===== config.mk =====
export PLATFORM = sky130hd
export DESIGN_NAME = rtc_irq_ctrl
export DESIGN_NICKNAME = d
export VERILOG_FILES = /design/src/rtl/rtc_irq_pkg.sv /design/src/rtl/rtc_host_decode.sv /design/src/rtl/rtc_reg_store.sv /design/src/rtl/rtc_flag_fsm.sv /design/src/rtl/rtc_irq_ctrl.sv
export SDC_FILE = /design/constraint.sdc
export NUM_CORES = 1
export LEC_CHECK = 0
export ABC_CLOCK_PERIOD_IN_PS = 5750
export BUFFER_PORTS_ARGS = -buffer_cell sky130_fd_sc_hd__clkbuf_2
export CAP_MARGIN = 20
export CORE_UTILIZATION = 63
export CTS_BUF_LIST = sky130_fd_sc_hd__clkbuf_8
export CTS_CLUSTER_SIZE = 28
export DETAILED_ROUTE_END_ITERATION = 16
export PLACE_DENSITY = 0.82
export SLEW_MARGIN = 20
export SYNTH_ARGS = -nofsm -noshare
export SYNTH_HDL_FRONTEND = slang
export SYNTH_SLANG_ARGS = --single-unit

===== constraint.sdc =====
create_clock -name clk -period 5.75 [get_ports clk]
set_clock_uncertainty 0.1 [all_clocks]
set_input_delay 1.15 -clock clk [delete_from_list [all_inputs] [get_ports clk]]
set_output_delay 1.15 -clock clk [all_outputs]
set_load 0.02 [all_outputs]

===== src/rtl/rtc_irq_pkg.sv =====
package rtc_irq_pkg;
    localparam int unsigned DATA_W   = 8;
    localparam int unsigned IDX_W    = DATA_W - 1;
    localparam int unsigned EV_N     = 3;

    // status byte positions, decoded by host software
    localparam int unsigned IX_RATE  = 10;
    localparam int unsigned IX_CTRL  = 11;
    localparam int unsigned IX_FLAG  = 12;
    localparam int unsigned IX_STATD = 13;

    localparam int unsigned FLG_SUM  = 7;
    localparam int unsigned EV_LSB   = 4;   // periodic 6, alarm 5, update 4
    localparam int unsigned CTL_24H  = 1;

    localparam logic [DATA_W-1:0] RATE_RST  = 8'h26;
    localparam logic [DATA_W-1:0] CTRL_RST  = 8'h02;
    localparam logic [DATA_W-1:0] STATD_VAL = 8'h80;
    localparam logic [DATA_W-1:0] NO_DATA   = 8'hFF;

    typedef enum logic {IRQ_QUIET, IRQ_RAISED} irq_state_t;
endpackage


===== src/rtl/rtc_host_decode.sv =====
module rtc_host_decode
    import rtc_irq_pkg::*;
#(
    parameter int unsigned NUM_REGS = 14
) (
    input  logic              clk,
    input  logic              rst_n,
    input  logic              sel,
    input  logic              wr,
    input  logic              port,
    input  logic [DATA_W-1:0] wdata,
    output logic [IDX_W-1:0]  idx,
    output logic              in_range,
    output logic              data_wr,
    output logic              data_rd,
    output logic              hit
);
    localparam int unsigned CMP_W = IDX_W + 1;
    localparam logic [CMP_W-1:0] LIMIT = CMP_W'(NUM_REGS);

    logic idx_wr;
    logic new_ok;

    assign idx_wr   = sel && wr && !port;
    assign in_range = {1'b0, idx} < LIMIT;
    assign new_ok   = {1'b0, wdata[IDX_W-1:0]} < LIMIT;
    assign data_wr  = sel && wr && port && in_range;
    assign data_rd  = sel && !wr && port && in_range;

    always_ff @(posedge clk) begin
        if (!rst_n)      idx <= '0;
        else if (idx_wr) idx <= wdata[IDX_W-1:0];
    end

    always_comb begin
        hit = 1'b0;
        if (sel) begin
            if (!port) hit = wr ? new_ok : 1'b1;
            else       hit = in_range;
        end
    end

    p_index_low7_r2: assert property (@(posedge clk) disable iff (!rst_n)
        idx_wr |=> (idx == $past(wdata[IDX_W-1:0])));
endmodule


===== src/rtl/rtc_reg_store.sv =====
module rtc_reg_store
    import rtc_irq_pkg::*;
#(
    parameter int unsigned NUM_REGS = 14
) (
    input  logic              clk,
    input  logic              rst_n,
    input  logic [IDX_W-1:0]  idx,
    input  logic              data_wr,
    input  logic [DATA_W-1:0] wdata,
    input  logic              uip_in,
    output logic [DATA_W-1:0] rd_byte,
    output logic [DATA_W-1:0] ctrl
);
    localparam int unsigned FLAT_W = NUM_REGS * DATA_W;

    logic [FLAT_W-1:0]  ram_flat;
    logic [DATA_W-2:0]  rate_lo;
    logic               uip_q;
    logic [DATA_W-1:0]  rate;

    assign rate = {uip_q, rate_lo};

    for (genvar i = 0; i < NUM_REGS; i++) begin : g_cell
        if (i == IX_RATE || i == IX_CTRL || i == IX_FLAG || i == IX_STATD) begin : g_status
            assign ram_flat[i*DATA_W +: DATA_W] = '0;
        end else begin : g_plain
            logic [DATA_W-1:0] cell_q;
            always_ff @(posedge clk) begin
                if (!rst_n)                               cell_q <= '0;
                else if (data_wr && idx == IDX_W'(i))     cell_q <= wdata;
            end
            assign ram_flat[i*DATA_W +: DATA_W] = cell_q;
        end
    end

    always_ff @(posedge clk) begin
        if (!rst_n) begin
            rate_lo <= RATE_RST[DATA_W-2:0];
            uip_q   <= 1'b0;
            ctrl    <= CTRL_RST;
        end else begin
            uip_q <= uip_in;
            if (data_wr && idx == IDX_W'(IX_RATE)) rate_lo <= wdata[DATA_W-2:0];
            if (data_wr && idx == IDX_W'(IX_CTRL)) ctrl    <= wdata;
        end
    end

    always_comb begin
        unique case (int'(idx))
            IX_RATE:  rd_byte = rate;
            IX_CTRL:  rd_byte = ctrl;
            IX_STATD: rd_byte = STATD_VAL;
            default:  rd_byte = (int'(idx) < NUM_REGS) ? ram_flat[int'(idx)*DATA_W +: DATA_W] : '0;
        endcase
    end

    p_uip_readonly_r9: assert property (@(posedge clk) disable iff (!rst_n)
        (data_wr && idx == IDX_W'(IX_RATE)) |=>
            (rate[DATA_W-1] == $past(uip_in) && rate[DATA_W-2:0] == $past(wdata[DATA_W-2:0])));
endmodule


===== src/rtl/rtc_flag_fsm.sv =====
module rtc_flag_fsm
    import rtc_irq_pkg::*;
(
    input  logic              clk,
    input  logic              rst_n,
    input  logic [EV_N-1:0]   ev,        // {periodic, alarm, update}
    input  logic [EV_N-1:0]   en_next,   // enables as they stand after this cycle
    input  logic              rd_clear,
    output logic [DATA_W-1:0] flag_byte,
    output logic              irq
);
    irq_state_t       state, state_n;
    logic [EV_N-1:0]  flags, flags_n;
    logic             pending;

    assign flags_n = (rd_clear ? '0 : flags) | ev;
    assign pending = |(flags_n & en_next);

    always_comb begin
        state_n = state;
        unique case (state)
            IRQ_QUIET:  if (pending)       state_n = IRQ_RAISED;   // raise
            IRQ_RAISED: if (rd_clear && !pending) state_n = IRQ_QUIET; // acknowledge
            default:    state_n = IRQ_QUIET;
        endcase
    end

    always_ff @(posedge clk) begin
        if (!rst_n) begin
            state <= IRQ_QUIET;
            flags <= '0;
        end else begin
            state <= state_n;
            flags <= flags_n;
        end
    end

    always_comb begin
        flag_byte = '0;
        flag_byte[FLG_SUM] = (state == IRQ_RAISED);
        flag_byte[EV_LSB +: EV_N] = flags;
        irq = (state == IRQ_RAISED);
    end

    p_latch_r4: assert property (@(posedge clk) disable iff (!rst_n)
        (ev != '0) |=> ((flags & $past(ev)) == $past(ev)));
    p_raise_r5: assert property (@(posedge clk) disable iff (!rst_n)
        (|(ev & en_next)) |=> irq);
    p_clear_r6: assert property (@(posedge clk) disable iff (!rst_n)
        (rd_clear && ev == '0) |=> (flags == '0 && !irq));
    p_event_wins_r10: assert property (@(posedge clk) disable iff (!rst_n)
        (rd_clear && ev != '0) |=> (flags == $past(ev)));
endmodule


===== src/rtl/rtc_irq_ctrl.sv =====
module rtc_irq_ctrl
    import rtc_irq_pkg::*;
#(
    parameter int unsigned NUM_REGS = 14
) (
    input  logic              clk,
    input  logic              rst_n,
    input  logic              host_sel,
    input  logic              host_wr,
    input  logic              host_port,
    input  logic [DATA_W-1:0] host_wdata,
    output logic [DATA_W-1:0] host_rdata,
    output logic              host_hit,
    input  logic              tick_evt,
    input  logic              alarm_evt,
    input  logic              update_evt,
    input  logic              uip_in,
    output logic              irq
);
    logic [IDX_W-1:0]  idx;
    logic              in_range, data_wr, data_rd;
    logic [DATA_W-1:0] store_byte, ctrl, flag_byte;
    logic [EV_N-1:0]   en_next;
    logic              ctrl_wr, rd_clear;

    rtc_host_decode #(.NUM_REGS(NUM_REGS)) u_decode (
        .clk(clk), .rst_n(rst_n), .sel(host_sel), .wr(host_wr), .port(host_port),
        .wdata(host_wdata), .idx(idx), .in_range(in_range),
        .data_wr(data_wr), .data_rd(data_rd), .hit(host_hit)
    );

    rtc_reg_store #(.NUM_REGS(NUM_REGS)) u_store (
        .clk(clk), .rst_n(rst_n), .idx(idx), .data_wr(data_wr), .wdata(host_wdata),
        .uip_in(uip_in), .rd_byte(store_byte), .ctrl(ctrl)
    );

    assign ctrl_wr  = data_wr && idx == IDX_W'(IX_CTRL);
    assign rd_clear = data_rd && idx == IDX_W'(IX_FLAG);
    assign en_next  = ctrl_wr ? host_wdata[EV_LSB +: EV_N] : ctrl[EV_LSB +: EV_N];

    rtc_flag_fsm u_flags (
        .clk(clk), .rst_n(rst_n), .ev({tick_evt, alarm_evt, update_evt}),
        .en_next(en_next), .rd_clear(rd_clear), .flag_byte(flag_byte), .irq(irq)
    );

    always_comb begin
        if (!host_port || !in_range)      host_rdata = NO_DATA;
        else if (idx == IDX_W'(IX_FLAG))  host_rdata = flag_byte;
        else                              host_rdata = store_byte;
    end

    p_enable_latched_r8: assert property (@(posedge clk) disable iff (!rst_n)
        (ctrl_wr && |(host_wdata[EV_LSB +: EV_N] & flag_byte[EV_LSB +: EV_N]) && !rd_clear) |=> irq);
    p_reset_24h_r1: assert property (@(posedge clk) disable iff (!rst_n)
        $rose(rst_n) |-> (!irq && ctrl[CTL_24H]));
endmodule


Yosys cells after proc, flatten, opt, wreduce, memory -nomap -nowiden
Index checks and enable logic that the tools add are counted.

Register bits after elaboration: 107. Logic and storage cells: 76. Input bits: 17.

Bitwise gates (word level): 3. Reductions and logical operators: 28. $lt $le $gt $ge: 3. Muxes and demuxes: 12. Eq/ne operators: 13. Shift operators: 1.

Operators by type and width (count): 112-bit by 11-bit indexed part select with 8-bit output (1); 7-bit by 4-bit == test with 1-bit output (second input constant) (6); 7-bit by 3-bit == test with 1-bit output (second input constant) (4); 8-bit two-way mux (3); 8-bit case mux with 3 select lines (1); 1-bit logical AND (21); 7-bit by 4-bit less-than comparator with 1-bit output (second input constant) (3); 7-bit by 2-bit == test with 1-bit output (second input constant) (2); 7-bit by 1-bit == test with 1-bit output (second input constant) (1); 7-bit logical NOT (1); 3-bit two-way mux (2); 1-bit two-way mux (5); 1-bit logical NOT (4); 3-bit bitwise AND (1); 3-bit bitwise OR (1); 3-bit OR reduction (1); 1-bit case mux with 2 select lines (1); 1-bit logical OR (1); 1-bit NOT (1).

Logic depth before layout (Yosys ltp)
Gate-level depths: netlist (run 1).

Depth after elaboration: 13. Depth in mapped cells: 8. Depth with buffers taken out: 5.

Hierarchy
A second synthesis (run 1) with hierarchy kept.

Cells, all modules: 529. Area total of the unflattened synthesis: 5273.8 sq um.

Modules (own cells, without submodules): rtc_reg_store (sequential area each 1921.8 sq um, instances 1, cells an instance 431, area each 4461.8 sq um); rtc_host_decode (sequential area each 140.1 sq um, instances 1, cells an instance 36, area each 336.6 sq um); rtc_irq_ctrl (sequential area each 0.0 sq um, instances 1, cells an instance 37, area each 265.3 sq um); rtc_flag_fsm (sequential area each 80.1 sq um, instances 1, cells an instance 25, area each 210.2 sq um).

Worst setup path before layout (run 1)
Ideal clock, no wire load.

Path kind: input to output. Start: input port host_port. End: output port host_rdata[4]. Buffers on the path: 0. Slack: 2430 ps. Arrival time: 2070 ps. Data required time: 4500 ps. Stages on the path: 4. Path through: inv_1 nor3_2 nand2b_1 o32a_1.

Longest elaborated chain between the ends: 3.

Ends and longest elaborated chain: start, declared (line rtc_irq_ctrl.sv:10) `input logic host_port,`; 1-bit logical NOT (line rtc_irq_ctrl.sv:47) `if (!host_port || !in_range) host_rdata = NO_DATA;`; 1-bit logical OR (line rtc_irq_ctrl.sv:47); 8-bit two-way mux (line rtc_irq_ctrl.sv:47); end, declared (line rtc_irq_ctrl.sv:12) `output logic [DATA_W-1:0] host_rdata,`.

No other way between the ends.

Final worst setup path (run 1)
Start: register u_decode.idx[2]. End: output port host_rdata[4].

Longest elaborated chain between the ends: 5. Elaborated cells on any way between the ends: 13. Classes of those cells: order compare (2); eq/ne (4); shift (1); mux (4); reduce/logical (2).

Ends and longest elaborated chain: start, declared (line rtc_host_decode.sv:12) `output logic [IDX_W-1:0] idx,`; start signal, assigned (line rtc_host_decode.sv:32) `else if (idx_wr) idx <= wdata[IDX_W-1:0];`; 112-bit by 11-bit indexed part select with 8-bit output / 7-bit by 4-bit less-than comparator with 1-bit output (equally long branches) (line rtc_reg_store.sv:54, rtc_host_decode.sv:25); 8-bit two-way mux (line rtc_reg_store.sv:54) `default: rd_byte = (int'(idx) < NUM_REGS) ? ram_flat[int'(idx)*DATA_W +: DATA_W] : '0;`; 8-bit case mux with 3 select lines (line rtc_reg_store.sv:50) `unique case (int'(idx))`; 8-bit two-way mux (line rtc_irq_ctrl.sv:48) `else if (idx == IDX_W'(IX_FLAG)) host_rdata = flag_byte;`; 8-bit two-way mux * (line rtc_irq_ctrl.sv:47).

Every way passes the cells marked *; elsewhere a longest branch is shown, timed or not.

==> results of run 1 <==
==> logic make-up (layout without fill, tap and decap cells) <==
group | count (synthesis) | in the layout | share of synthesized area [%]
mux | 85 | 85 | 19.1
compound gates | 96 | 96 | 13.1
simple gates | 232 | 232 | 22.9
flops | 107 | 107 | 41.1
buf+inv | 48 | 50 | 3.89
==> per-layer routing <==
layer	routed length, µm	global-route usage (%)	up-vias
met3	809	6.34	30
li1	-	-	1995
met4	279	10.4	0
met1	5540	39.4	2023
met5	0	0	-
met2	6190	54.2	166
==> cells in the mapped netlist, drive strengths merged (3+ instances only) <==
cell	instances	area, µm²
dfxtp	107	2140
nand2	83	312
mux2i	68	681
nor2	14	52.6
nor2b	49	307
nand4	6	37.5
clkbuf	36	135
buf	11	63.8
o22ai	5	31.3
nor3	3	20.0
mux2	6	67.6
a21oi	12	60.1
o21ai	6	30.0
mux4	11	248
a32oi	3	26.3
a21boi	56	420
nand3	58	290
==> registers in the layout, indices dropped and copies added, names as in the netlist <==
name	flops
u_decode.idx	7
u_store.uip_q	1
u_flags.irq	1
u_flags.flags	3
u_store.g_cell.g_plain.cell_q	80
u_store.ctrl	8
u_store.rate_lo	7
==> final cells by class <==
type	count	area, µm²
clock buffers	10	138
clock inverters	6	57.6
fillers	621	2320
inverters	1	3.75
multi-input cells	413	2870
flip-flops and latches	107	2140
well taps	102	128
repair buffers	33	183
==> through the flow <==
stage / instance area [µm²] / setup slack [ns] / hold slack, ns
2_1_floorplan: 5220 / 2.43 / 0.332
3_3_place_gp: 5330 / 2.09 / 0.346
3_5_place_dp: 5330 / 2.01 / 0.360
4_1_cts: 5530 / 1.59 / 0.373
5_1_grt: 5530 / 1.42 / 0.392
6_report: 5530 / 1.47 / 0.370
==> final timing paths <==
path	slack [ns]	endpoint	cells past startpoint	startpoint
min reg2reg	0.37	u_store.g_cell[0].g_plain.cell_q[1]	2	u_store.g_cell[0].g_plain.cell_q[1]
max reg2reg	3.09	u_store.g_cell[7].g_plain.cell_q[7]	5	u_decode.idx[2]
max	1.47	host_rdata[4]	7	u_decode.idx[2]
min	0.37	u_store.g_cell[0].g_plain.cell_q[1]	2	u_store.g_cell[0].g_plain.cell_q[1]
==> tightest hold or removal path, stage by stage (launching register included) <==
cell      delay (ns)
dfxtp_1         0.32
nand2_1         0.05
a21boi_0        0.06
==> power by group through the flow <==
| stage | Sequential [µW] | Combinational (µW) | Clock [µW] |
|---|---|---|---|
| after floorplan | 766 | 88.9 | 0 |
| after global placement | 774 | 116 | 0 |
| after detailed placement | 775 | 118 | 0 |
| after CTS | 757 | 118 | 467 |
| after global routing | 759 | 129 | 496 |
| final | 757 | 121 | 466 |
==> impl_metrics.tcl, run 1 <==
set metrics [dict create \
    vias 4214 \
    crit_top_cell "nor2b_1" \
    drt_wl_total_um 12800 \
    arrival_ns 3.03 \
    start_util_pct 66.5 \
    die-area_mm2 0.00865 \
    synthCells 568 \
    wl_per_cell_um 19.1 \
    syn_area_mm2 0.00522 \
    first_iter_violations 227 \
    numPlacedInstances 656 \
    slew_viol_final 0 \
    cts.root.buffer_cell "clkbuf_8" \
    nets 582 \
    hold_path.class "register to register" \
    post_cts_resized 0 \
    rsz0062_at_grt "false" \
    clock.fmax_ghz 0.233 \
    grt_pass1_vias 4134 \
    layout_commonest_cell "dfxtp_1" \
    syn_nets 585 \
    die_h_um 93.0 \
    fin_cells 672 \
    tightestPinTransition_ns 0.966 \
    hold_viol 0 \
    intPower_uw 1000 \
    drive_gt1_share_pct 12.3 \
    die_w_um 93.0 \
    postRouteAntennaNets 0 \
    worstSetupPathType "register to primary output" \
    cts_buffers 9 \
    dp_hpwl_um 8300 \
    tns_ns 0 \
    vdd_drop_max_mv 0.169 \
    drc_errors 0 \
    grt_max_degree 108 \
    cp-start-kind "register" \
    yosysSeqAreaShare_pct 41.1 \
    drv_cap 0 \
    critPathTopFamily "flip-flops" \
    grt_pass1_wl_um 21000 \
    overflow 0 \
    antenna_found_initial 0 \
    power_frac_seq_pct 56.4 \
    dr.pass1.iters 5 \
    post-cts-setup-buffers 0 \
    yosysUniqueCellTypes 45 \
    ys_warn_count 0 \
    ys_ff_latch 107 \
    switching_share_pct 25.4 \
    max_stage_delay_ns 0.91 \
    io_pins 27 \
    worstPathCellList "nor2b_1, buf_4, and2_1, a32oi_1, nor2b_1, o32a_1, clkbuf_2" \
    min_period_over_period_pct 74.5 \
    cts_hold_buf 0 \
    gr-usage-all-layers_pct 31.5 \
    p_comb_share_pct 9.0 \
    end_kind "primary output" \
    cts_tree "yes" \
    clkPwrFrac_pct 34.7 \
    io_buffers 26 \
    clock_sink_count 107 \
    finalSetupViolCount 0 \
    final_cell_mix "105 x dfxtp_1, 83 x nand2_1, 68 x mux2i_1" \
    place_congestion 0.846 \
    p_switching_uw 342 \
    critical_path.max_fanout 20 \
    outcome "complete, no violations" \
    n_antenna_cell 0 \
    avgSynthCellArea_um2 9.18 \
    clkTransAtPathRegs_ns 0.10 \
    clk_latency_ns 0.37 \
    ys.flop_type "dfxtp_1" \
    slew_headroom_pct 35.6 \
    power.density_mw_per_mm2 243 \
    fp-row-count 32 \
    core_area_mm2 0.00785 \
    crit_slowest_cell "dfxtp_1" \
    cp_num_buf_inv 2 \
    htree_levels 3 \
    crit_required_ns 4.50 \
    cts.path.max_buffers 2 \
    vias_per_cell 6.27 \
    fin_crit_ns 4.28 \
    async_reset_ff_share_pct 0 \
    synth-edff-count 0 \
    syn_to_final_growth_pct 5.92 \
    p_total_uw 1340 \
    postLayoutCoreUtil_pct 70.4 \
    leakage_uw 0.00204 \
]
(Power assumes the default switching activity.)
==> inputs of run 2 (changes only) <==
--- a/config.mk
+++ b/config.mk
@@ -5,14 +5,15 @@
 export SDC_FILE = /design/constraint.sdc
 export NUM_CORES = 1
 export LEC_CHECK = 0
-export ABC_CLOCK_PERIOD_IN_PS = 5750
+export ABC_AREA = 1
+export ABC_CLOCK_PERIOD_IN_PS = 3700
 export BUFFER_PORTS_ARGS = -buffer_cell sky130_fd_sc_hd__clkbuf_2
 export CAP_MARGIN = 20
-export CORE_UTILIZATION = 63
+export CORE_UTILIZATION = 57
 export CTS_BUF_LIST = sky130_fd_sc_hd__clkbuf_8
 export CTS_CLUSTER_SIZE = 28
 export DETAILED_ROUTE_END_ITERATION = 16
-export PLACE_DENSITY = 0.82
+export PLACE_DENSITY = 0.78
 export SLEW_MARGIN = 20
 export SYNTH_ARGS = -nofsm -noshare
 export SYNTH_HDL_FRONTEND = slang
==> constraint.sdc (replaced) <==
create_clock -name clk -period 3.7 [get_ports clk]
set_clock_uncertainty 0.1 [all_clocks]
set_input_delay 0.74 -clock clk [delete_from_list [all_inputs] [get_ports clk]]
set_output_delay 0.74 -clock clk [all_outputs]
set_load 0.02 [all_outputs]
==> run 2 against run 1 <==
Routed wire length grew 7.7%. Via count grew 11%. Register-to-register slack lost 1.9 ns. Non-clock buffer count grew 3. Utilization shrank 6.5 points. Setup slack lost 1.1 ns. Cell count grew 21%. Critical path depth grew 3. Total power grew 65%. Die area grew 4.8%. Sequential share of layout area grew 1.6 points. First-iteration DRC count grew 120%. Critical path type unchanged.
==> impl_metrics.tcl, run 2 <==
set metrics [dict create \
    io_pins 27 \
    ys_warn_count 0 \
    synth_common_cells "161 x nand2_1, 122 x a21oi_1, 107 x dfxtp_1" \
    final_area_mm2 0.00531 \
    post_cts_resized 0 \
    antenna_found_initial 0 \
    dp_slack_ns 0.818 \
    tightestPinTransition_ns 0.885 \
    die_w_um 95.2 \
    endpoint "host_rdata[5]" \
    r2r-start "u_decode.idx[1]" \
    yosysSeqAreaShare_pct 43.3 \
    dp_hpwl_um 9550 \
    rrSetupSlack_ns 1.23 \
    fp-row-count 33 \
    die-area_mm2 0.00906 \
    regMostFlops "u_store.g_cell.g_plain.cell_q" \
    cts.path.max_buffers 2 \
    io_buffers 26 \
    cts_tree "yes" \
    cp-startpoint "u_decode.idx[1]" \
    place_congestion 0.932 \
    place_area_mm2 0.00508 \
    outcome "complete, no violations" \
    cts.root.buffer_cell "clkbuf_8" \
    slew_headroom_pct 41.0 \
    drive_gt1_share_pct 12.5 \
    vias_per_cell 5.75 \
    clock_sink_count 107 \
    postLayoutCoreUtil_pct 63.9 \
    yosys.cell_count.top_type "nand2_1" \
    synth-edff-count 0 \
    worst_slack_ns 0.350 \
    clkTransAtPathRegs_ns 0.10 \
    clock.fmax_ghz 0.299 \
    overflow 0 \
    grt_max_degree 52 \
    rsz0062_at_grt "false" \
    start_util_pct 59.7 \
    cts_buffers 9 \
    min_period_over_period_pct 90.5 \
    gr-usage-all-layers_pct 32.3 \
    finalSetupViolCount 0 \
    synth_top_cell_area_share_pct 43.3 \
    ys.flop_type "dfxtp_1" \
    syn_area_mm2 0.00495 \
    critical_path.max_fanout 18 \
    grt_pass1_vias 4250 \
    end_kind "primary output" \
    n_antenna_cell 0 \
    yosysUniqueCellTypes 28 \
    grt_pass1_wl_um 21900 \
    layout_commonest_cell "nand2_1" \
    hold_viol 0 \
    drc_errors 0 \
    core_area_mm2 0.00830 \
    drt_wl_total_um 13800 \
    synthCells 692 \
    hold_path.class "register to register" \
    htree_levels 3 \
    leakage_uw 0.00225 \
    dr.pass1.iters 5 \
    fin_crit_ns 3.35 \
    final_cell_mix "161 x nand2_1, 122 x a21oi_1, 107 x dfxtp_1" \
    numPlacedInstances 795 \
    drv_cap 0 \
    slew_viol_final 0 \
    reg2reg_to "u_flags.irq" \
    worstSetupPathType "register to primary output" \
    vdd_drop_max_mv 0.262 \
    syn_to_final_growth_pct 7.15 \
    largest_registers "u_store.g_cell.g_plain.cell_q x80, u_store.ctrl x8" \
    clk_latency_ns 0.38 \
    arrival_ns 2.51 \
    async_reset_ff_share_pct 0 \
    wl_per_cell_um 17.0 \
    cts_hold_buf 0 \
    avgSynthCellArea_um2 7.16 \
    vias 4667 \
    post-cts-setup-buffers 0 \
    first_iter_violations 494 \
    cp-start-kind "register" \
    power.density_mw_per_mm2 417 \
    ys_top_cells_by_area "dfxtp_1 43%, a21oi_1 12%, nand2_1 12%" \
    ys_ff_latch 107 \
    postRouteAntennaNets 0 \
    crit_required_ns 2.86 \
    die_h_um 95.2 \
    tns_ns 0 \
    largest_reg_flops 80 \
    reg2reg_depth 11 \
    fin_cells 811 \
    syn_nets 709 \
    nets 718 \
    synth_area_leader_cell "dfxtp_1" \
]
-- run 2: critical path: stages (launching register included) --
cell	delay (ns)
dfxtp_1	0.76
inv_2	0.17
nor2_1	0.13
buf_4	0.20
nand2_1	0.07
nand4_1	0.09
nand2_1	0.09
o21ai_0	0.25
nand2_1	0.12
nand3_1	0.09
clkbuf_2	0.16
-- run 2: per-stage QoR --
stage	hold slack [ns]	power, µW
after floorplan	0.324	1350
after global placement	0.343	1420
after detailed placement	0.353	1430
after CTS	0.368	2210
after global routing	0.382	2280
final	0.369	2210
-- run 2: worst min path at each step --
stage,startpoint,to,slack [ns],cells past startpoint
floorplan,u_store.g_cell[7].g_plain.cell_q[4],u_store.g_cell[7].g_plain.cell_q[4],0.32,2
global placement,u_store.g_cell[2].g_plain.cell_q[1],u_store.g_cell[2].g_plain.cell_q[1],0.34,2
detailed placement,u_store.g_cell[2].g_plain.cell_q[1],u_store.g_cell[2].g_plain.cell_q[1],0.35,2
CTS,u_store.g_cell[2].g_plain.cell_q[1],u_store.g_cell[2].g_plain.cell_q[1],0.37,2
global route,u_store.g_cell[7].g_plain.cell_q[1],u_store.g_cell[7].g_plain.cell_q[1],0.38,2
finish,u_store.g_cell[7].g_plain.cell_q[1],u_store.g_cell[7].g_plain.cell_q[1],0.37,2
-- run 2: area by class of cell --
cell class              instances  area, µm²
clock inverters                 7        100
flip-flops and latches        107       2140
inverters                      56        210
fillers                       749       2990
clock buffers                   9        124
repair buffers                 36        205
multi-input cells             491       2390
well taps                     105        131
-- run 2: layer usage --
layer / track usage (%) / vias up / part of all wire (%)
li1: - / 2313 / -
met1: 44.6 / 2141 / 46
met2: 51.1 / 181 / 45
met3: 4.47 / 32 / 6.5
met5: 0 / - / 0
met4: 12.1 / 0 / 2.6
-- run 2: power by group --
part / total [µW] / leakage (µW) / switching, µW / internal [µW]
Combinational: 224 / 0.00127 / 163 / 60.9
Sequential: 1180 / 0.000865 / 16.0 / 1160
Clock: 808 / 0.000113 / 421 / 387
Total: 2210 / 0.00225 / 600 / 1610
-- run 2: cell families (layout without fill, tap and decap cells) --
kind of cell | after synthesis | in the layout | share of synthesized area [%]
flops | 107 | 107 | 43.3
compound gates | 225 | 225 | 23.1
simple gates | 266 | 266 | 25.2
buf+inv | 94 | 108 | 8.41
